File: config.mk
export PLATFORM = sky130hd
export DESIGN_NAME = irq_cause_unit
export DESIGN_NICKNAME = d
export VERILOG_FILES = /design/src/rtl/cause_pkg.sv /design/src/rtl/cause_ctrl.sv /design/src/rtl/cause_dp.sv /design/src/rtl/irq_cause_unit.sv
export SDC_FILE = /design/constraint.sdc
export NUM_CORES = 1
export LEC_CHECK = 0
export ABC_AREA = 1
export BUFFER_PORTS_ARGS = -buffer_cell sky130_fd_sc_hd__buf_2
export CAP_MARGIN = 10
export CORE_ASPECT_RATIO = 1.75
export CORE_MARGIN = 5
export CORE_UTILIZATION = 45
export CTS_CLUSTER_DIAMETER = 150
export DETAILED_ROUTE_END_ITERATION = 6
export GPL_TIMING_DRIVEN = 1
export PLACE_DENSITY = 0.72
export SLEW_MARGIN = 20
export SYNTH_ARGS = -nofsm -noshare
export SYNTH_HDL_FRONTEND = slang
export SYNTH_SLANG_ARGS = --single-unit
File: constraint.sdc
create_clock -name clk -period 3.8 [get_ports clk]
set_input_delay 0.76 -clock clk [delete_from_list [all_inputs] [get_ports clk]]
set_output_delay 0.76 -clock clk [all_outputs]
set_load 0.02 [all_outputs]
File: src/rtl/cause_pkg.sv
package cause_pkg;
  localparam int NUM_LINES = 8;
  localparam int IP_LSB    = 8;
  localparam int BIT_TIMER = 15;
  localparam int BIT_DC    = 27;
  localparam int BIT_TI    = 30;
  localparam int BIT_BD    = 31;
  localparam int CE_LSB    = 28;
  localparam int EXC_LSB   = 2;
  localparam logic [31:0] SW_MASK_BASE = 32'h00C0_0300;
  localparam logic [2:0]  REV_R2       = 3'd1;

  typedef struct packed {
    logic                 countStep;
    logic                 timerSet;
    logic                 timerClr;
    logic                 tiSet;
    logic                 tiClr;
    logic [NUM_LINES-1:0] lineChg;
    logic [NUM_LINES-1:0] lineLvl;
    logic                 swWr;
    logic [31:0]          swMask;
  } causeStrobe_t;
endpackage

File: src/rtl/cause_ctrl.sv
module cause_ctrl
  import cause_pkg::*;
(
  input  logic                 clk,
  input  logic                 rstN,
  input  logic [NUM_LINES-1:0] irqLines,
  input  logic                 tickEn,
  input  logic                 cmpWe,
  input  logic                 swWe,
  input  logic [2:0]           rev,
  input  logic                 dcBit,
  input  logic                 cntEqCmp,
  output causeStrobe_t         stb
);
  logic [NUM_LINES-1:0] linePrev;
  logic                 isR2;

  always_ff @(posedge clk or negedge rstN) begin
    if (!rstN) linePrev <= '0;
    else       linePrev <= irqLines;
  end

  assign isR2 = (rev == REV_R2);

  always_comb begin
    stb           = '0;
    stb.countStep = tickEn & ~dcBit;
    // a compare write takes precedence over a match in the same cycle
    stb.timerSet  = tickEn & ~dcBit & cntEqCmp & ~cmpWe;
    stb.timerClr  = cmpWe;
    stb.tiSet     = tickEn & ~dcBit & cntEqCmp & ~cmpWe & isR2;
    stb.tiClr     = cmpWe & isR2;
    stb.lineChg   = irqLines ^ linePrev;
    stb.lineLvl   = irqLines;
    stb.swWr      = swWe;
    stb.swMask    = SW_MASK_BASE;
    stb.swMask[BIT_DC] = isR2;
  end

  // a frozen count never produces a step or a match strobe
  a_r2_no_step_frozen: assert property (@(posedge clk) disable iff (!rstN)
    dcBit |-> !(stb.countStep || stb.timerSet));
endmodule

File: src/rtl/cause_dp.sv
module cause_dp
  import cause_pkg::*;
#(
  parameter int CNT_W = 32
) (
  input  logic             clk,
  input  logic             rstN,
  input  causeStrobe_t     stb,
  input  logic [31:0]      swData,
  input  logic [CNT_W-1:0] cmpData,
  input  logic             excValid,
  input  logic [4:0]       excCode,
  input  logic [1:0]       excCe,
  input  logic             excInDelay,
  input  logic             excExl,
  output logic [31:0]      causeQ,
  output logic [CNT_W-1:0] countQ,
  output logic             cntEqCmp,
  output logic             dcBit
);
  logic [CNT_W-1:0] compareQ;
  logic [31:0]      causeN;

  always_ff @(posedge clk or negedge rstN) begin
    if (!rstN) begin
      countQ   <= '0;
      compareQ <= '1;
    end else begin
      if (stb.countStep) countQ   <= countQ + 1'b1;
      if (stb.timerClr)  compareQ <= cmpData;
    end
  end

  assign cntEqCmp = (countQ == compareQ);
  assign dcBit    = causeQ[BIT_DC];

  always_comb begin
    causeN = causeQ;
    if (stb.swWr) causeN = (causeQ & ~stb.swMask) | (swData & stb.swMask);
    if (excValid) begin
      causeN[EXC_LSB +: 5] = excCode;
      causeN[CE_LSB +: 2]  = excCe;
      if (!excInDelay)  causeN[BIT_BD] = 1'b0;
      else if (!excExl) causeN[BIT_BD] = 1'b1;
    end
    for (int i = 0; i < NUM_LINES; i++)
      if (stb.lineChg[i]) causeN[IP_LSB + i] = stb.lineLvl[i];
    if (stb.timerSet) causeN[BIT_TIMER] = 1'b1;
    if (stb.timerClr) causeN[BIT_TIMER] = 1'b0;
    if (stb.tiSet)    causeN[BIT_TI]    = 1'b1;
    if (stb.tiClr)    causeN[BIT_TI]    = 1'b0;
  end

  always_ff @(posedge clk or negedge rstN) begin
    if (!rstN) causeQ <= '0;
    else       causeQ <= causeN;
  end

  a_r2_count_frozen: assert property (@(posedge clk) disable iff (!rstN)
    causeQ[BIT_DC] |=> countQ == $past(countQ));
  a_r3_match_sets: assert property (@(posedge clk) disable iff (!rstN)
    stb.timerSet |=> causeQ[BIT_TIMER]);
  a_r4_cmp_clears: assert property (@(posedge clk) disable iff (!rstN)
    stb.timerClr |=> !causeQ[BIT_TIMER]);
  a_r5_sw_keeps_dc: assert property (@(posedge clk) disable iff (!rstN)
    (stb.swWr && !stb.swMask[BIT_DC]) |=> causeQ[BIT_DC] == $past(causeQ[BIT_DC]));
  a_r8_bd_hold: assert property (@(posedge clk) disable iff (!rstN)
    (excValid && excInDelay && excExl) |=> causeQ[BIT_BD] == $past(causeQ[BIT_BD]));

  for (genvar g = 0; g < NUM_LINES - 1; g++) begin : g_lineChk
    a_r1_line_follow: assert property (@(posedge clk) disable iff (!rstN)
      stb.lineChg[g] |=> causeQ[IP_LSB + g] == $past(stb.lineLvl[g]));
  end
endmodule

File: src/rtl/irq_cause_unit.sv
module irq_cause_unit
  import cause_pkg::*;
#(
  parameter int CNT_W = 32
) (
  input  logic             clk,
  input  logic             rstN,
  input  logic [7:0]       irqLines,
  input  logic             tickEn,
  input  logic             swWe,
  input  logic [31:0]      swData,
  input  logic             cmpWe,
  input  logic [CNT_W-1:0] cmpData,
  input  logic [2:0]       rev,
  input  logic             excValid,
  input  logic [4:0]       excCode,
  input  logic [1:0]       excCe,
  input  logic             excInDelay,
  input  logic             excExl,
  output logic [31:0]      causeWord,
  output logic             irqPending,
  output logic [CNT_W-1:0] countValue
);
  causeStrobe_t stb;
  logic         dcBit;
  logic         cntEqCmp;

  cause_ctrl u_ctrl (
    .clk(clk), .rstN(rstN), .irqLines(irqLines), .tickEn(tickEn),
    .cmpWe(cmpWe), .swWe(swWe), .rev(rev), .dcBit(dcBit),
    .cntEqCmp(cntEqCmp), .stb(stb)
  );

  cause_dp #(.CNT_W(CNT_W)) u_dp (
    .clk(clk), .rstN(rstN), .stb(stb), .swData(swData), .cmpData(cmpData),
    .excValid(excValid), .excCode(excCode), .excCe(excCe),
    .excInDelay(excInDelay), .excExl(excExl), .causeQ(causeWord),
    .countQ(countValue), .cntEqCmp(cntEqCmp), .dcBit(dcBit)
  );

  always_ff @(posedge clk or negedge rstN) begin
    if (!rstN) irqPending <= 1'b0;
    else       irqPending <= |causeWord[IP_LSB +: NUM_LINES];
  end

  a_r7_pending_lag: assert property (@(posedge clk) disable iff (!rstN)
    1'b1 |=> irqPending == $past(|causeWord[IP_LSB +: NUM_LINES]));
endmodule

==> flow_metrics.py, run 1 <==
metrics = {
    "clocking": {
        "clockBufferDepth": 2,
        "cts_hold_buf": 0,
        "path_clk_slew_ns": 0.07,
        "cts_buffers": 9,
        "cts_root_buffer": "clkbuf_16",
        "clkLatencyLatePin_ns": 0.35,
        "cts_resized": 0,
        "cts_sinks": 93,
        "htree_levels": 3,
        "cts_setup_buffers": 0,
        "cts_tree": "built",
    },
    "logic_synthesis": {
        "synth_top_area_cell": "dfrtp_1",
        "ys_seq_area_share_pct": 48.84,
        "ys_ff_latch": 93,
        "yosysMostFrequentCell": "nand2_1",
        "synthSimpleGateAreaFrac_pct": 28.55,
        "yosys_warnings": 0,
        "synth_cell_types": 30,
        "synth_xor_area_share_pct": 6.324,
        "synth_compound_area_share_pct": 5.447,
        "synth_flop_cell": "dfrtp_1",
        "synth-edff-count": 0,
        "synth_top_area_share_pct": 31.49,
        "synthTopCellsByArea": "dfrtp_1, dfstp_2, nand2_1",
        "synth_common_cells": "nand2_1, inv_1, dfrtp_1, nor2_1, o21ai_0",
        "syn_inst": 615,
        "syn_area_per_cell_um2": 7.882,
        "yosys.area_share.adder_pct": 0.4646,
        "synth_area_mm2": 0.004847,
        "synth_top_family_by_area": "simple AND/OR/NAND/NOR gates",
        "ys_async_sr_fraction_pct": 100.0,
        "synth_mux_area_share_pct": 1.626,
    },
    "final_layout": {
        "drive_gt1_share_pct": 24.59,
        "nNetsFinal": 822,
        "multi_input_area_mm2": 0.002101,
        "n_antenna_cell": 0,
        "post-route-util_pct": 54.78,
        "seqCellArea_mm2": 0.002367,
        "fillers": 1012,
        "area_delta_synth_final_pct": 20.19,
        "fin_cells": 866,
    },
    "grt": {
        "grt_pass1_wl_um": 20710,
        "antenna_found_initial": 0,
        "grt_remaining_overflow": 0,
        "grt_max_degree": 90,
        "grt_pass1_vias": 4275,
        "grt_use_total_pct": 20.75,
    },
    "placed_design": {
        "hpwlAfterDp_um": 10010,
        "port_buffers": 115,
        "place_congestion": 0.8812,
        "dp.cells": 850,
    },
    "route": {
        "via_per_inst": 4.818,
        "initialDrtViolationCount": 181,
        "via_count": 4172,
        "drt-total-wl_um": 12840,
        "drt_pass1_iterations": 4,
        "drt-wirelength-per-cell_um": 14.83,
        "antenna_left": 0,
        "drc": 0,
    },
    "pwr": {
        "p_seq_share_pct": 44.6,
        "peakVddDrop_v": 0.0002517,
        "pwr-share-clk_pct": 34.4,
        "finalPower_uw": 2781,
        "p_switching_uw": 887.6,
        "switching_share_pct": 31.92,
        "internal-power_uw": 1893,
        "power_density_mw_per_mm2": 477.4,
        "power.leakage_uw": 0.003006,
        "pwr-share-comb_pct": 21.0,
    },
    "die": {
        "io_pins": 155,
        "core_mm2": 0.01064,
        "initial_core_util_pct": 45.58,
        "dieArea_mm2": 0.01303,
        "rows": 50,
        "die_w_um": 88.46,
        "die_y_um": 147.3,
    },
    "timing": {
        "fin_crit_ns": 2.059,
        "finalSetupViolations": 0,
        "tightest_slew_ns": 0.8116,
        "max_freq_mhz": 485.7,
        "min_period_over_period_pct": 54.18,
        "maxSlewHeadroom_pct": 45.89,
        "final.setup_skew_ns": 0.01273,
        "drv_slew": 0,
        "timing_hold_violations_final": 0,
        "rsz0062_at_grt": "no",
        "fin_tns_setup_ns": 0,
    },
    "worst_setup_path": {
        "critical_path_class": "in -> reg",
        "worstSetupEndpointType": "register",
        "required_ns": 4.03,
        "cp_max_fo": 17,
        "critPathLaunchType": "input pin",
        "critical_path_arrival_ns": 2.29,
    },
    "run_status": {
        "outcome": "completed",
    },
    "min_path": {
        "hold_class": "reg -> reg",
    },
    "run": {
        "drv_cap": 0,
    },
}
cell families (layout without fill, tap and decap cells):
family	Yosys count	in the layout
muxes	7	7
DFF	93	93
and+or+nand+nor	326	326
AOI/OAI and AO/OA	52	52
adders and majority gates	2	2
buffers and inverters	99	209
xor gates and xnor gates	35	35
other	1	12
power groups by stage:
stage / Sequential, uW / Combinational (uW) / Clock (uW)
final: 1240 / 584 / 957
after CTS: 1240 / 592 / 980
after detailed placement: 1250 / 590 / 0
after global placement: 1250 / 576 / 0
after global routing: 1260 / 653 / 1030
after floorplan: 1310 / 310 / 0
final cells by class:
class / count / area share (%)
Timing Repair Buffer: 117 / 10.24
Inverter: 76 / 4.897
Clock inverter: 4 / 1.310
Tap cell: 130 / 2.792
Sequential cell: 93 / 40.64
Multi-Input combinational cell: 434 / 36.06
Clock buffer: 12 / 4.059
state kept, by name, summed over array words and instances (netlist names), named ones only:
name,count
u_ctrl.linePrev,8
irqPending,1
u_dp.compareQ,32
u_dp.countQ,32
u_dp.causeQ,19
through the flow:
step	setup slack [ns]	hold slack (ns)	cell area, um2
finish	1.741	0.4185	5826
global route	1.526	0.4360	5826
CTS	1.734	0.4217	5822
detailed placement	1.364	0.4156	5509
global placement	1.409	0.4039	5509
floorplan	1.885	0.3977	4888
routing by layer:
layer / track usage, % / share of wire (%) / vias to the layer above
li1: - / - / 2111
met2: 37.26 / 54 / 123
met5: 0 / 0 / -
met4: 8.699 / 3.1 / 0
met1: 23.18 / 37 / 1916
met3: 4.040 / 5.4 / 22
final timing paths:
path	startpoint	endpoint	slack, ns	depth (start not counted)
worst max-delay path	tickEn	u_dp.countQ[13]$_DFFE_PN0P_	1.74	9
worst min-delay path	u_ctrl.linePrev[2]$_DFF_PN0_	u_dp.causeQ[10]$_DFFE_PN0P_	0.42	1
worst max register to register	register	u_dp.countQ[13]$_DFFE_PN0P_	1.85	7
worst min register to register	u_ctrl.linePrev[2]$_DFF_PN0_	u_dp.causeQ[10]$_DFFE_PN0P_	0.42	1
max in group asynchronous	rstN	u_dp.compareQ[7]$_DFFE_PN1P_	2.62	2
min in group asynchronous	rstN	u_ctrl.linePrev[6]$_DFF_PN0_	0.47	1
cells in the final DEF, fill, tap and decap left out, types with 3 or more instances in the layout:
cell type,Yosys,routed
nor3b_1,3,3
inv_1,76,76
buf_2,0,114
nor4_1,3,3
nor2_4,5,5
xnor2_1,6,6
nor3_1,13,13
nand4_1,9,9
a21oi_1,11,11
conb_1,1,12
o21ai_0,38,38
clkbuf_1,10,3
dfstp_2,32,32
clkbuf_16,0,9
dfrtp_1,61,61
xor2_1,29,29
nor2_1,60,60
mux2_2,7,7
nand2_1,210,210
nand3_1,14,14
worst max-delay path, cell delays in order:
cell and delay [ns]:
buf_2 0.09, inv_1 0.05, nor2_4 0.31, nand3_1 0.21
nor3_4 0.26, nand3_2 0.16, nor2_4 0.19, nand2_1 0.09
xor2_1 0.14
Power figures use the tool's default switching activity.
==> inputs of run 2 (changes only) <==
- PLACE_DENSITY: 0.72 -> 0.75
- clock period: 3.8 -> 1.7 ns (I/O delays scaled with it)
==> flow_metrics.py, run 2 (synthesis gave the netlist of run 1 again) <==
metrics = {
    "timing": {
        "rsz0062_at_grt": "yes",
        "max_freq_mhz": 607.1,
        "finalSetupViolations": 0,
        "timing_hold_violations_final": 0,
        "maxSlewHeadroom_pct": 65.28,
        "min_period_over_period_pct": 96.89,
        "drv_slew": 0,
        "tightest_slew_ns": 0.5208,
        "fin_crit_ns": 1.647,
        "fin_ws_ns": 0.05290,
        "final.setup_skew_ns": 0.007211,
    },
    "grt": {
        "grt_remaining_overflow": 0,
        "antenna_found_initial": 0,
        "grt_pass1_vias": 4451,
        "grt_use_total_pct": 21.19,
        "grt_pass1_wl_um": 21290,
        "grt_max_degree": 94,
    },
    "route": {
        "via_count": 4415,
        "drt-wirelength-per-cell_um": 15.20,
        "drt_pass1_iterations": 5,
        "via_per_inst": 4.889,
        "initialDrtViolationCount": 259,
        "drc": 0,
        "antenna_left": 0,
        "drt-total-wl_um": 13730,
    },
    "pwr": {
        "finalPower_uw": 6489,
        "peakVddDrop_v": 0.0005903,
        "power_density_mw_per_mm2": 1048,
        "power.leakage_uw": 0.003186,
    },
    "worst_setup_path": {
        "cp_max_fo": 5,
        "crit_family": "simple AND/OR/NAND/NOR gates",
        "crit_chain": "buf_4, buf_4, nand3_1, nor3_4, nand3_2, nor2_4, nand2_1, xor2_1",
        "cp_num_buf_inv": 2,
        "critical_path_arrival_ns": 1.88,
        "required_ns": 1.93,
        "r2r-start": "u_dp.countQ[0]$_DFFE_PN0P_",
        "cp_slowest_cell": "dfrtp_1",
        "critical_path_class": "reg -> reg",
        "slowest_delay_ns": 0.39,
        "worstSetupEndpointType": "register",
        "startpoint": "u_dp.countQ[0]$_DFFE_PN0P_",
        "critPathLaunchType": "register",
        "crit_top_cell": "buf_4",
    },
    "final_layout": {
        "drive_gt1_share_pct": 30.79,
        "nNetsFinal": 859,
        "final_cell_mix": "nand2_1, buf_2, inv_1",
        "top_regs": "u_dp.compareQ x32, u_dp.countQ x32, u_dp.causeQ x19",
        "layout_commonest_cell": "nand2_1",
        "area_delta_synth_final_pct": 27.70,
        "post-route-util_pct": 58.20,
        "fin_cells": 903,
        "n_antenna_cell": 0,
    },
    "die": {
        "rows": 50,
        "initial_core_util_pct": 45.58,
        "die_y_um": 147.3,
        "io_pins": 155,
        "core_mm2": 0.01064,
        "dieArea_mm2": 0.01303,
        "die_w_um": 88.46,
    },
    "placed_design": {
        "place_ws_ns": 0.001159,
        "port_buffers": 115,
        "place_congestion": 0.9235,
        "hpwlAfterDp_um": 10490,
        "dp.cells": 877,
    },
    "clocking": {
        "clkLatencyLatePin_ns": 0.35,
        "clockBufferDepth": 2,
        "cts_root_buffer": "clkbuf_16",
        "cts_tree": "built",
        "cts_buffers": 9,
        "htree_levels": 3,
        "cts_sinks": 93,
        "cts_hold_buf": 0,
        "path_clk_slew_ns": 0.07,
    },
    "run_status": {
        "outcome": "completed",
    },
    "min_path": {
        "hold_class": "in -> async",
    },
    "run": {
        "drv_cap": 0,
    },
}
[run 2: changes by cell type in the layout (fill, tap and decap cells not counted), sizes merged]
cell and delta:
buf +37, inv +1, clkbuf -1, clkinvlp +1
clkinv -1
[run 2: worst paths after layout]
check | endpoint | slack (ns) | depth (start not counted)
setup reg to reg | u_dp.countQ[17]$_DFFE_PN0P_ | 0.05 | 8
max in group asynchronous | u_dp.countQ[5]$_DFFE_PN0P_ | 1.23 | 2
hold reg to reg | u_dp.causeQ[12]$_DFFE_PN0P_ | 0.42 | 1
setup / recovery | u_dp.countQ[17]$_DFFE_PN0P_ | 0.05 | 8
min in group clk | u_ctrl.linePrev[7]$_DFF_PN0_ | 0.11 | 1
hold / removal | async pin | 0.01 | 2
[run 2: area by class of cell]
cell class,count,area (um2)
inverters,76,285.3
clock inverters,5,83.83
repair buffers,154,883.3
well taps,130,162.7
clock buffers,11,242.7
fillers,992,4446
flip-flops and latches,93,2376
multi-input cells,434,2156
[run 2: repair_timing]
action / 4_1_cts / 5_1_grt
setup endpoints to repair: 2 / 15
pin swaps: 0 / 9
setup buffers: 1 / 9
resized for setup: 0 / 20
[run 2: report_power, final]
group / switching, uW / internal (uW) / total (uW)
sequential: 234 / 2500 / 2740
combinational: 959 / 579 / 1540
clock: 879 / 1330 / 2210
[run 2: per-stage QoR]
stage / setup TNS, ns / hold slack (ns) / cell area, um2
floorplan: 0 / 0.04441 / 4888
global route: -0.2527 / 0.08473 / 6190
finish: 0 / 0.01470 / 6190
global placement: 0 / 0.4026 / 5724
CTS: 0 / 0.05954 / 6058
detailed placement: 0 / 0.4101 / 5724
[run 2: per-layer routing]
layer	part of all wire, %	wire, um	track usage, %	vias up
met5	0	0	0	-
met4	4.6	633	12.56	0
met3	5.6	771	3.479	47
met2	53	7325	37.56	164
met1	36	4996	22.80	2019
li1	-	-	-	2185
==> inputs of run 3 (changes only) <==
- PLACE_DENSITY: 0.75 -> 0.73
- SYNTH_HIERARCHICAL: not set -> 1
==> flow_metrics.py, run 3 <==
metrics = {
    "timing": {
        "min_period_over_period_pct": 107.4,
        "maxSlewHeadroom_pct": 61.95,
        "timing_hold_violations_final": 0,
        "tightest_slew_ns": 0.5687,
        "final.setup_skew_ns": 0.005139,
        "rsz0062_at_grt": "yes",
        "drv_slew": 0,
        "fin_ws_ns": -0.1264,
        "fin_crit_ns": 1.826,
        "max_freq_mhz": 547.5,
        "fin_tns_setup_ns": -0.1527,
        "finalSetupViolations": 2,
        "finalHoldWorstSlack_ns": 0.1323,
    },
    "pwr": {
        "internal-power_uw": 4828,
        "p_switching_uw": 2073,
        "switching_share_pct": 30.04,
        "peakVddDrop_v": 0.0005474,
        "pwr-share-clk_pct": 32.5,
        "power.leakage_uw": 0.003974,
        "p_seq_share_pct": 43.4,
        "pwr-share-comb_pct": 24.1,
        "finalPower_uw": 6901,
        "power_density_mw_per_mm2": 931.5,
    },
    "worst_setup_path": {
        "critical_path_class": "reg -> reg",
        "slowest_delay_ns": 0.53,
        "worstSetupEndpointType": "register",
        "cp_slowest_cell": "dfstp_2",
        "critical_path_arrival_ns": 2.11,
        "critPathLaunchType": "register",
        "startpoint": "u_dp/compareQ[11]$_DFFE_PN1P_",
        "r2r-start": "u_dp/compareQ[11]$_DFFE_PN1P_",
        "crit_top_cell": "nand2_1",
        "required_ns": 1.98,
        "crit_family": "simple AND/OR/NAND/NOR gates",
        "cp_num_buf_inv": 3,
        "cp_max_fo": 2,
        "crit_chain": "inv_1, nand2_1, nand2_1, nor2_1, nand2_1, nor2_1, nand2_1, nor2_2, inv_1, nor2_1, nand2_2, nor2_2, a21oi_2, a21o_1, inv_1",
        "rrSetupSlack_ns": -0.13,
    },
    "grt": {
        "grt_pass1_wl_um": 23700,
        "grt_pass1_vias": 5120,
        "grt_remaining_overflow": 0,
        "grt_max_degree": 35,
        "antenna_found_initial": 1,
        "grt_use_total_pct": 19.72,
    },
    "placed_design": {
        "port_buffers": 154,
        "hpwlAfterDp_um": 11920,
        "place_congestion": 0.9280,
    },
    "clocking": {
        "cts_buffers": 9,
        "cts_sinks": 105,
        "cts_root_buffer": "clkbuf_16",
        "clkLatencyLatePin_ns": 0.34,
        "htree_levels": 3,
        "clockBufferDepth": 2,
        "path_clk_slew_ns": 0.07,
        "cts_tree": "built",
    },
    "final_layout": {
        "final_cell_mix": "nand2_1, buf_2, inv_1",
        "area_delta_synth_final_pct": 27.36,
        "drive_gt1_share_pct": 33.12,
        "layout_commonest_cell": "nand2_1",
        "n_antenna_cell": 0,
        "nNetsFinal": 1022,
        "fillers": 1237,
    },
    "die": {
        "initial_core_util_pct": 45.44,
        "rows": 55,
        "io_pins": 155,
        "dieArea_mm2": 0.01539,
        "die_w_um": 95.95,
        "die_y_um": 160.4,
        "core_mm2": 0.01280,
    },
    "logic_synthesis": {
        "synth-edff-count": 0,
        "synthTopCellsByArea": "dfrtp_1, dfstp_2, nand2_1",
        "syn_inst": 735,
        "synth_top_area_share_pct": 31.40,
        "synth_common_cells": "nand2_1, inv_1, dfrtp_1, buf_4, nor2_1",
        "synth_top_area_cell": "dfrtp_1",
        "synth_flop_cell": "dfrtp_1",
        "ys_seq_area_share_pct": 45.86,
        "ys_ff_latch": 105,
        "ys_async_sr_fraction_pct": 100.0,
        "yosysMostFrequentCell": "nand2_1",
        "synth_area_mm2": 0.005817,
        "yosys_warnings": 6,
        "synth_cell_types": 35,
        "syn_area_per_cell_um2": 7.914,
    },
    "route": {
        "drt-total-wl_um": 14750,
        "drc": 0,
        "antenna_left": 0,
        "drt-wirelength-per-cell_um": 13.32,
        "drt_pass1_iterations": 4,
        "via_per_inst": 4.658,
        "initialDrtViolationCount": 139,
        "via_count": 5156,
    },
    "run_status": {
        "violations": "setup timing",
        "outcome": "finished with violations",
    },
    "run": {
        "drv_cap": 0,
    },
    "min_path": {
        "min-delay-start": "irqLines[5]",
        "hold_class": "in -> reg",
    },
}
## run 3: per-stage QoR
step	std cells	setup slack, ns	utilization (%)	instance area, um2
floorplan	764	0.1060	-	5926
global placement	1085	-0.1841	54.52	6978
detailed placement	1085	-0.2108	54.52	6978
CTS	1102	-0.1395	57.18	7320
global route	1107	-0.2955	57.88	7408
finish	1107	-0.1264	57.88	7408
## run 3: power groups by stage
stage               registers, uW  clock network, uW  logic (uW)
finish                       2990               2240        1670
global route                 3020               2430        1850
CTS                          2990               2310        1650
detailed placement           3030                  0        1640
global placement             3020                  0        1610
floorplan                    3260                  0         721
## run 3: kinds of logic after synthesis
logic type	synth area share [%]
xor+xnor	5.270
flops	45.86
other cells	0.1291
fa+ha+maj	0.2151
buf+inv	14.39
mux	1.936
compound gates	8.239
simple gates	23.96
## run 3: layout make-up
class	count	area [um2]	share of cell area, %
clock inverters	5	78.83	1.064
inverters	119	446.7	6.029
clock buffers	11	242.7	3.276
multi-input cells	482	2479	33.46
repair buffers	214	1280	17.28
flip-flops and latches	105	2668	36.01
well taps	171	214.0	2.888
## run 3: per-layer routing
metal	vias up	track usage, %	wire [um]
met5	-	0	7
met4	2	6.606	329
met3	21	4.405	784
met2	131	38.45	8436
met1	2381	19.54	5191
li1	2621	-	-
## run 3: final timing paths
kind,end,cells after the start
max in group asynchronous,u_dp/compareQ[27]$_DFFE_PN1P_,3
max reg2reg,u_dp/causeQ[30]$_DFFE_PN0P_,15
max,u_dp/causeQ[30]$_DFFE_PN0P_,15
min,u_ctrl/linePrev[5]$_DFF_PN0_,1
min in group asynchronous,u_dp/countQ[18]$_DFFE_PN0P_,2
min reg2reg,u_dp/compareQ[12]$_DFFE_PN1P_,2
## run 3: what timing repair did
action / in CTS / in global routing
gates resized for setup: 5 / 16
pin swaps: 3 / 16
hold buffers: 1 / 0
setup buffers: 0 / 5
endpoints found under the setup margin: 2 / 9
endpoints found under the hold margin: 10 / 0
## run 3: worst register-to-register path: stages (launching register included)
cell     delay, ns
dfstp_2       0.53
inv_1         0.05
nand2_1       0.05
nand2_1       0.05
nor2_1        0.09
nand2_1       0.13
nor2_1        0.13
nand2_1       0.06
nor2_2        0.11
inv_1         0.05
nor2_1        0.12
nand2_2       0.07
nor2_2        0.11
a21oi_2       0.04
a21o_1        0.14
inv_1         0.04
